### src/rtl/exc_seq_pkg.sv
package exc_seq_pkg;
  localparam int unsigned SR_SUPV      = 0;
  localparam int unsigned SR_TICK_EN   = 1;
  localparam int unsigned SR_IRQ_EN    = 2;
  localparam int unsigned SR_DSLOT_EXC = 13;
  localparam int unsigned SR_FIXED_ONE = 15;

  localparam int unsigned CAUSE_DPF     = 3;
  localparam int unsigned CAUSE_IPF     = 4;
  localparam int unsigned CAUSE_ILLEGAL = 7;
  localparam int unsigned CAUSE_DTLB    = 9;
  localparam int unsigned CAUSE_ITLB    = 10;
  localparam int unsigned CAUSE_SYSCALL = 12;

  typedef struct packed {
    logic ok;
    logic syscall;
    logic illegal;
    logic mmu;
  } cause_class_t;
endpackage

### src/rtl/exc_cause_decode.sv
module exc_cause_decode #(
  parameter int unsigned XLEN       = 32,
  parameter int unsigned CAUSE_W    = 5,
  parameter int unsigned NUM_CAUSES = 15,
  parameter int unsigned VEC_SHIFT  = 8
) (
  input  logic [CAUSE_W-1:0]          cause_i,
  output exc_seq_pkg::cause_class_t   class_o,
  output logic [XLEN-1:0]             vector_o
);
  import exc_seq_pkg::*;

  logic [NUM_CAUSES-1:0] hit;
  logic [NUM_CAUSES-1:0] mmu_mask;

  for (genvar i = 0; i < NUM_CAUSES; i++) begin : g_hit
    assign hit[i] = (cause_i == CAUSE_W'(i));
    assign mmu_mask[i] = (i == CAUSE_DPF) || (i == CAUSE_IPF) ||
                         (i == CAUSE_DTLB) || (i == CAUSE_ITLB);
  end

  always_comb begin
    class_o.ok      = |hit[NUM_CAUSES-1:1];
    class_o.syscall = hit[CAUSE_SYSCALL];
    class_o.illegal = hit[CAUSE_ILLEGAL];
    class_o.mmu     = |(hit & mmu_mask);
  end

  assign vector_o = XLEN'(cause_i) << VEC_SHIFT;
endmodule

### src/rtl/exc_epc_calc.sv
module exc_epc_calc #(
  parameter int unsigned XLEN       = 32,
  parameter int unsigned INSN_BYTES = 4
) (
  input  logic [XLEN-1:0] exc_pc_i,
  input  logic            in_dslot_i,
  input  logic            syscall_i,
  output logic [XLEN-1:0] epc_o
);
  localparam logic [XLEN-1:0] STEP = XLEN'(INSN_BYTES);

  logic [XLEN-1:0] back;
  logic [XLEN-1:0] fwd;

  // branch address for delay slot, resume-after for syscall
  assign back  = in_dslot_i ? STEP : '0;
  assign fwd   = syscall_i  ? STEP : '0;
  assign epc_o = exc_pc_i - back + fwd;
endmodule

### src/rtl/exc_sr_update.sv
module exc_sr_update #(
  parameter int unsigned XLEN = 32
) (
  input  logic [XLEN-1:0] ctx_sr_i,
  input  logic            in_dslot_i,
  output logic [XLEN-1:0] sr_o
);
  import exc_seq_pkg::*;

  always_comb begin
    sr_o               = ctx_sr_i;
    sr_o[SR_SUPV]      = 1'b1;
    sr_o[SR_TICK_EN]   = 1'b0;
    sr_o[SR_IRQ_EN]    = 1'b0;
    sr_o[SR_DSLOT_EXC] = in_dslot_i;
  end
endmodule

### src/rtl/exc_seq.sv
module exc_seq #(
  parameter int unsigned XLEN       = 32,
  parameter int unsigned CAUSE_W    = 5,
  parameter int unsigned NUM_CAUSES = 15,
  parameter int unsigned VEC_SHIFT  = 8,
  parameter int unsigned INSN_BYTES = 4,
  parameter logic [31:0] RESET_PC   = 32'h0000_0100
) (
  input  logic               clk_i,
  input  logic               rst_ni,
  input  logic               exc_valid_i,
  input  logic [CAUSE_W-1:0] exc_cause_i,
  input  logic [XLEN-1:0]    exc_pc_i,
  input  logic               exc_in_dslot_i,
  input  logic [XLEN-1:0]    exc_fault_addr_i,
  input  logic               rfe_i,
  output logic               redirect_o,
  output logic [XLEN-1:0]    pc_o,
  output logic [XLEN-1:0]    npc_o,
  output logic [XLEN-1:0]    sr_o,
  output logic [XLEN-1:0]    esr_o,
  output logic [XLEN-1:0]    epcr_o,
  output logic [XLEN-1:0]    eear_o
);
  import exc_seq_pkg::*;

  localparam logic [XLEN-1:0] PC_RST  = XLEN'(RESET_PC);
  localparam logic [XLEN-1:0] NPC_RST = PC_RST + XLEN'(INSN_BYTES);
  localparam logic [XLEN-1:0] SR_RST  = (XLEN'(1) << SR_FIXED_ONE) | (XLEN'(1) << SR_SUPV);

  cause_class_t    cls;
  logic [XLEN-1:0] vector;
  logic [XLEN-1:0] epc_next;
  logic [XLEN-1:0] ctx_sr;
  logic [XLEN-1:0] sr_entry;
  logic            take_exc;
  logic            take_rfe;

  exc_cause_decode #(
    .XLEN(XLEN), .CAUSE_W(CAUSE_W), .NUM_CAUSES(NUM_CAUSES), .VEC_SHIFT(VEC_SHIFT)
  ) u_decode (
    .cause_i  (exc_cause_i),
    .class_o  (cls),
    .vector_o (vector)
  );

  exc_epc_calc #(.XLEN(XLEN), .INSN_BYTES(INSN_BYTES)) u_epc (
    .exc_pc_i   (exc_pc_i),
    .in_dslot_i (exc_in_dslot_i),
    .syscall_i  (cls.syscall),
    .epc_o      (epc_next)
  );

  // a same-cycle return hands its restored word to the entry
  assign ctx_sr = rfe_i ? esr_o : sr_o;

  exc_sr_update #(.XLEN(XLEN)) u_sr (
    .ctx_sr_i   (ctx_sr),
    .in_dslot_i (exc_in_dslot_i),
    .sr_o       (sr_entry)
  );

  assign take_exc = exc_valid_i && cls.ok;
  assign take_rfe = rfe_i && !take_exc;

  always_ff @(posedge clk_i or negedge rst_ni) begin
    if (!rst_ni) begin
      redirect_o <= 1'b0;
      pc_o       <= PC_RST;
      npc_o      <= NPC_RST;
      sr_o       <= SR_RST;
      esr_o      <= '0;
      epcr_o     <= '0;
      eear_o     <= '0;
    end else if (take_exc) begin
      redirect_o <= 1'b1;
      pc_o       <= vector;
      npc_o      <= vector + XLEN'(INSN_BYTES);
      esr_o      <= ctx_sr;
      sr_o       <= sr_entry;
      epcr_o     <= epc_next;
      if (cls.illegal)  eear_o <= exc_pc_i;
      else if (cls.mmu) eear_o <= exc_fault_addr_i;
    end else if (take_rfe) begin
      redirect_o <= 1'b1;
      pc_o       <= epcr_o;
      npc_o      <= epcr_o;
      sr_o       <= esr_o;
    end else begin
      redirect_o <= 1'b0;
    end
  end

  assert_vector_R2: assert property (@(posedge clk_i) disable iff (!rst_ni)
    (exc_valid_i && cls.ok) |=> (redirect_o && pc_o == (XLEN'($past(exc_cause_i)) << VEC_SHIFT)));

  assert_dslot_flag_R3: assert property (@(posedge clk_i) disable iff (!rst_ni)
    (exc_valid_i && cls.ok && exc_in_dslot_i) |=> sr_o[SR_DSLOT_EXC]);

  assert_dslot_clear_R4: assert property (@(posedge clk_i) disable iff (!rst_ni)
    (exc_valid_i && cls.ok && !exc_in_dslot_i) |=> !sr_o[SR_DSLOT_EXC]);

  assert_illegal_eear_R6: assert property (@(posedge clk_i) disable iff (!rst_ni)
    (exc_valid_i && cls.ok && cls.illegal) |=> eear_o == $past(exc_pc_i));

  assert_class_excl_R7: assert property (@(posedge clk_i) disable iff (!rst_ni)
    $onehot0({cls.syscall, cls.illegal, cls.mmu}));

  assert_esr_save_R8: assert property (@(posedge clk_i) disable iff (!rst_ni)
    (exc_valid_i && cls.ok && !rfe_i) |=> esr_o == $past(sr_o));

  assert_supv_R8: assert property (@(posedge clk_i) disable iff (!rst_ni)
    (exc_valid_i && cls.ok) |=> (sr_o[SR_SUPV] && !sr_o[SR_TICK_EN] && !sr_o[SR_IRQ_EN]));

  assert_ignored_R9: assert property (@(posedge clk_i) disable iff (!rst_ni)
    (exc_valid_i && !cls.ok && !rfe_i) |=> ($stable(pc_o) && $stable(sr_o) && $stable(eear_o) && !redirect_o));

  assert_rfe_R10: assert property (@(posedge clk_i) disable iff (!rst_ni)
    (rfe_i && !(exc_valid_i && cls.ok)) |=> (pc_o == $past(epcr_o) && sr_o == $past(esr_o) && redirect_o));

  assert_collide_ctx_R11: assert property (@(posedge clk_i) disable iff (!rst_ni)
    (exc_valid_i && cls.ok && rfe_i) |=> esr_o == $past(esr_o));
endmodule

### config.mk
export PLATFORM = sky130hd
export DESIGN_NAME = exc_seq
export DESIGN_NICKNAME = d
export VERILOG_FILES = /design/src/rtl/exc_seq_pkg.sv /design/src/rtl/exc_cause_decode.sv /design/src/rtl/exc_epc_calc.sv /design/src/rtl/exc_sr_update.sv /design/src/rtl/exc_seq.sv
export SDC_FILE = /design/constraint.sdc
export NUM_CORES = 1
export LEC_CHECK = 0
export BUFFER_PORTS_ARGS = -buffer_cell sky130_fd_sc_hd__buf_2
export CORE_AREA = 2 2 170 172
export CTS_CLUSTER_DIAMETER = 40
export DETAILED_ROUTE_END_ITERATION = 10
export DIE_AREA = 0 0 172 174
export PLACE_DENSITY_LB_ADDON = 0.05
export SYNTH_ARGS = -nofsm -noshare
export SYNTH_HDL_FRONTEND = slang
export SYNTH_HIERARCHICAL = 1
export SYNTH_SLANG_ARGS = --single-unit
### constraint.sdc
create_clock -name clk_i -period 1.7 [get_ports clk_i]
set_clock_uncertainty 0.2 [all_clocks]
set_input_delay 0 -clock clk_i [delete_from_list [all_inputs] [get_ports clk_i]]
set_output_delay 0 -clock clk_i [all_outputs]
set_load 0.02 [all_outputs]
==> results.toml <==
[sta]
period_minus_slack_ns = 2.47
whs_ns = -0.0218
period_share = 1.45
slew_viol_final = 0
worst_pin_slew_ns = 0.527
slew-limit-headroom = 0.647
setup_viol = 28
rsz0062_at_grt = "true"
fmaxAchievable_ghz = 0.405
hold_violations = 2
setup_ws_ns = -0.767

[cts]
cts_sinks = 191
insertion_delay_ns = 0.44
htreeDepth = 4
cts_tree = "yes"
numCtsBuffers = 17
cts_max_path_buffers = 2
cts-root-buf = "clkbuf_16"
clkTransAtPathRegs_ns = 0.07

[pwr]
powerDensity_nw_per_um2 = 1090
vdd_drop_max_mv = 0.513
p_leak_nw = 7.90

[routing]
vias = 9804
antenna_left = 0
drc_errors = 0
drt_iter0_markers = 572
routed.top_layer = "met4"
route.met2.wl_mm = 14.8
met3WireLength_mm = 1.53
wire_per_inst_um = 15.7
firstDrtPassIters = 5
wirelength_mm = 32.2
vias_per_cell = 4.77
wl_met1_mm = 15.7

[die]
start_util = 0.393
io_pins = 267
core_area_um2 = 28200
fp.dieArea_um2 = 29900
die_x_um = 172
die_height_um = 174
row_count = 62

[placed_design]
placed_area_um2 = 13700
place.gp.congestion = 0.814
dp_hpwl_mm = 23.2
io_buffer_count = 266

[run_status]
failed_checks = "hold timing, setup timing"
status = "finished, violations left"

[global_routing]
track_usage = 0.216
antenna_found_initial = 0
grt_pass1_wl_mm = 51.0
overflow = 0
grt_max_degree = 67
grt_pass1_vias = 9427

[run]
maxCapViolations = 0

[min_path]
hold_end = "pc_o[16]$_DFFE_PN0P_"
min_path_type = "in -> reg"
worstHoldStart = "exc_cause_i[4]"
min_path_cells = 6

[layout]
syn_to_final_growth_pct = 39.4
final_nets = 1763
design_area_um2 = 15500
nFillCells = 2708
num_antenna_cells = 0
drive_gt1_frac = 0.325

[critical_path]
crit_arrival_ns = 2.60
cp_max_fo = 3
worstPathRequired_ns = 1.84
worstSetupPathType = "in -> reg"
rr_endpoint = "npc_o[16]$_DFFE_PN0P_"
reg2reg_slack_ns = 0.38
endpoint_kind = "flip-flop"
reg2regPathDepth = 4
reg2reg_from = "epcr_o[16]$_DFFE_PN0P_"
crit_path_start_kind = "input pin"

[synth]
avgSynthCellArea_um2 = 9.01
yosys_warnings = 6
synth.cell_area_um2 = 11100
syn_inst = 1232
==> timing repair <==
item                                    in CTS  in global routing
hold buffers                                79                  0
pin swaps                                   28                 36
endpoints found under the setup margin      28                 33
gates resized for setup                     24                 38
endpoints found under the hold margin      292                  0
cloned                                       0                  1
setup buffers                               10                  6
==> flip-flops by register name, indices dropped and copies added, names as in the netlist <==
name        count
eear_o         32
epcr_o         32
esr_o          32
pc_o           32
sr_o           32
npc_o          30
redirect_o      1
==> layout by cell type, fill, tap and decap left out, types with 6 or more instances in the layout <==
| cell type | n |
|---|---|
| ha_1 | 29 |
| and2_1 | 6 |
| nor2b_1 | 9 |
| dlygate4sd3_1 | 79 |
| o21bai_1 | 8 |
| a21oi_1 | 70 |
| o21ai_1 | 8 |
| clkbuf_16 | 18 |
| a31oi_1 | 7 |
| a21o_1 | 9 |
| nor2_1 | 57 |
| and3_1 | 10 |
| xor2_1 | 25 |
| mux2i_1 | 112 |
| inv_1 | 68 |
| buf_6 | 16 |
| conb_1 | 30 |
| nand4_1 | 12 |
| o21ai_0 | 102 |
| buf_2 | 263 |
| a21oi_2 | 8 |
| a211oi_2 | 7 |
| nand3_1 | 11 |
| nand2_1 | 219 |
| o211ai_1 | 7 |
| buf_12 | 15 |
| xnor2_1 | 15 |
| buf_4 | 134 |
| dfrtp_1 | 186 |
==> report_power, final <==
| group | total [mW] | internal [mW] | switching (mW) |
|---|---|---|---|
| Sequential | 6.52 | 5.69 | 0.831 |
| Clock | 4.01 | 2.18 | 1.83 |
| Combinational | 6.29 | 2.51 | 3.79 |
==> worst max path at each step <==
stage / to / slack, ns / from
5_1_grt: epcr_o[21]$_DFFE_PN0P_ / -0.91 / exc_cause_i[4]
3_5_place_dp: epcr_o[30]$_DFFE_PN0P_ / -1.33 / exc_cause_i[4]
3_3_place_gp: epcr_o[30]$_DFFE_PN0P_ / -1.31 / exc_cause_i[4]
2_1_floorplan: epcr_o[30]$_DFFE_PN0P_ / -1.01 / exc_cause_i[4]
4_1_cts: epcr_o[30]$_DFFE_PN0P_ / -0.77 / exc_cause_i[4]
6_report: epcr_o[30]$_DFFE_PN0P_ / -0.77 / exc_cause_i[4]
==> area by class of cell <==
type / count / area, µm² / area share
inverters: 69 / 259 / 0.0167
multi-input cells: 868 / 5710 / 0.369
well taps: 384 / 480 / 0.0311
clock buffers: 20 / 437 / 0.0282
flip-flops and latches: 191 / 4790 / 0.309
repair buffers: 510 / 3660 / 0.237
clock inverters: 12 / 138 / 0.00890
==> per-stage QoR <==
step	setup slack, ns	std cells	power [mW]	setup TNS (ns)	util
after global placement	-1.31	1929	12.5	-60.51	0.485
after detailed placement	-1.33	1929	12.6	-64.27	0.485
after floorplan	-1.01	1259	10.4	-17.91	-
final	-0.767	2054	16.8	-16.93	0.548
after CTS	-0.767	2049	16.9	-16.18	0.540
after global routing	-0.914	2054	17.9	-20.71	0.548
==> layer usage <==
metal,GRT usage,vias to the layer above
li1,-,4962
met1,0.308,4609
met2,0.340,213
met3,0.0453,20
met4,0.0403,0
met5,0,-
==> worst max-delay path, stage by stage <==
cell and delay, ns:
buf_6 0.09, nand3b_1 0.15, nor3_2 0.11, inv_1 0.07
fa_1 0.49, inv_2 0.05, ha_4 0.21, or2_4 0.24
a21oi_4 0.18, o21ai_4 0.09, o21a_4 0.22, o41ai_4 0.19
buf_4 0.18, a41oi_2 0.09, xnor2_1 0.14, nand2_1 0.05
nand2_1 0.05
Power figures use the tool's default switching activity.
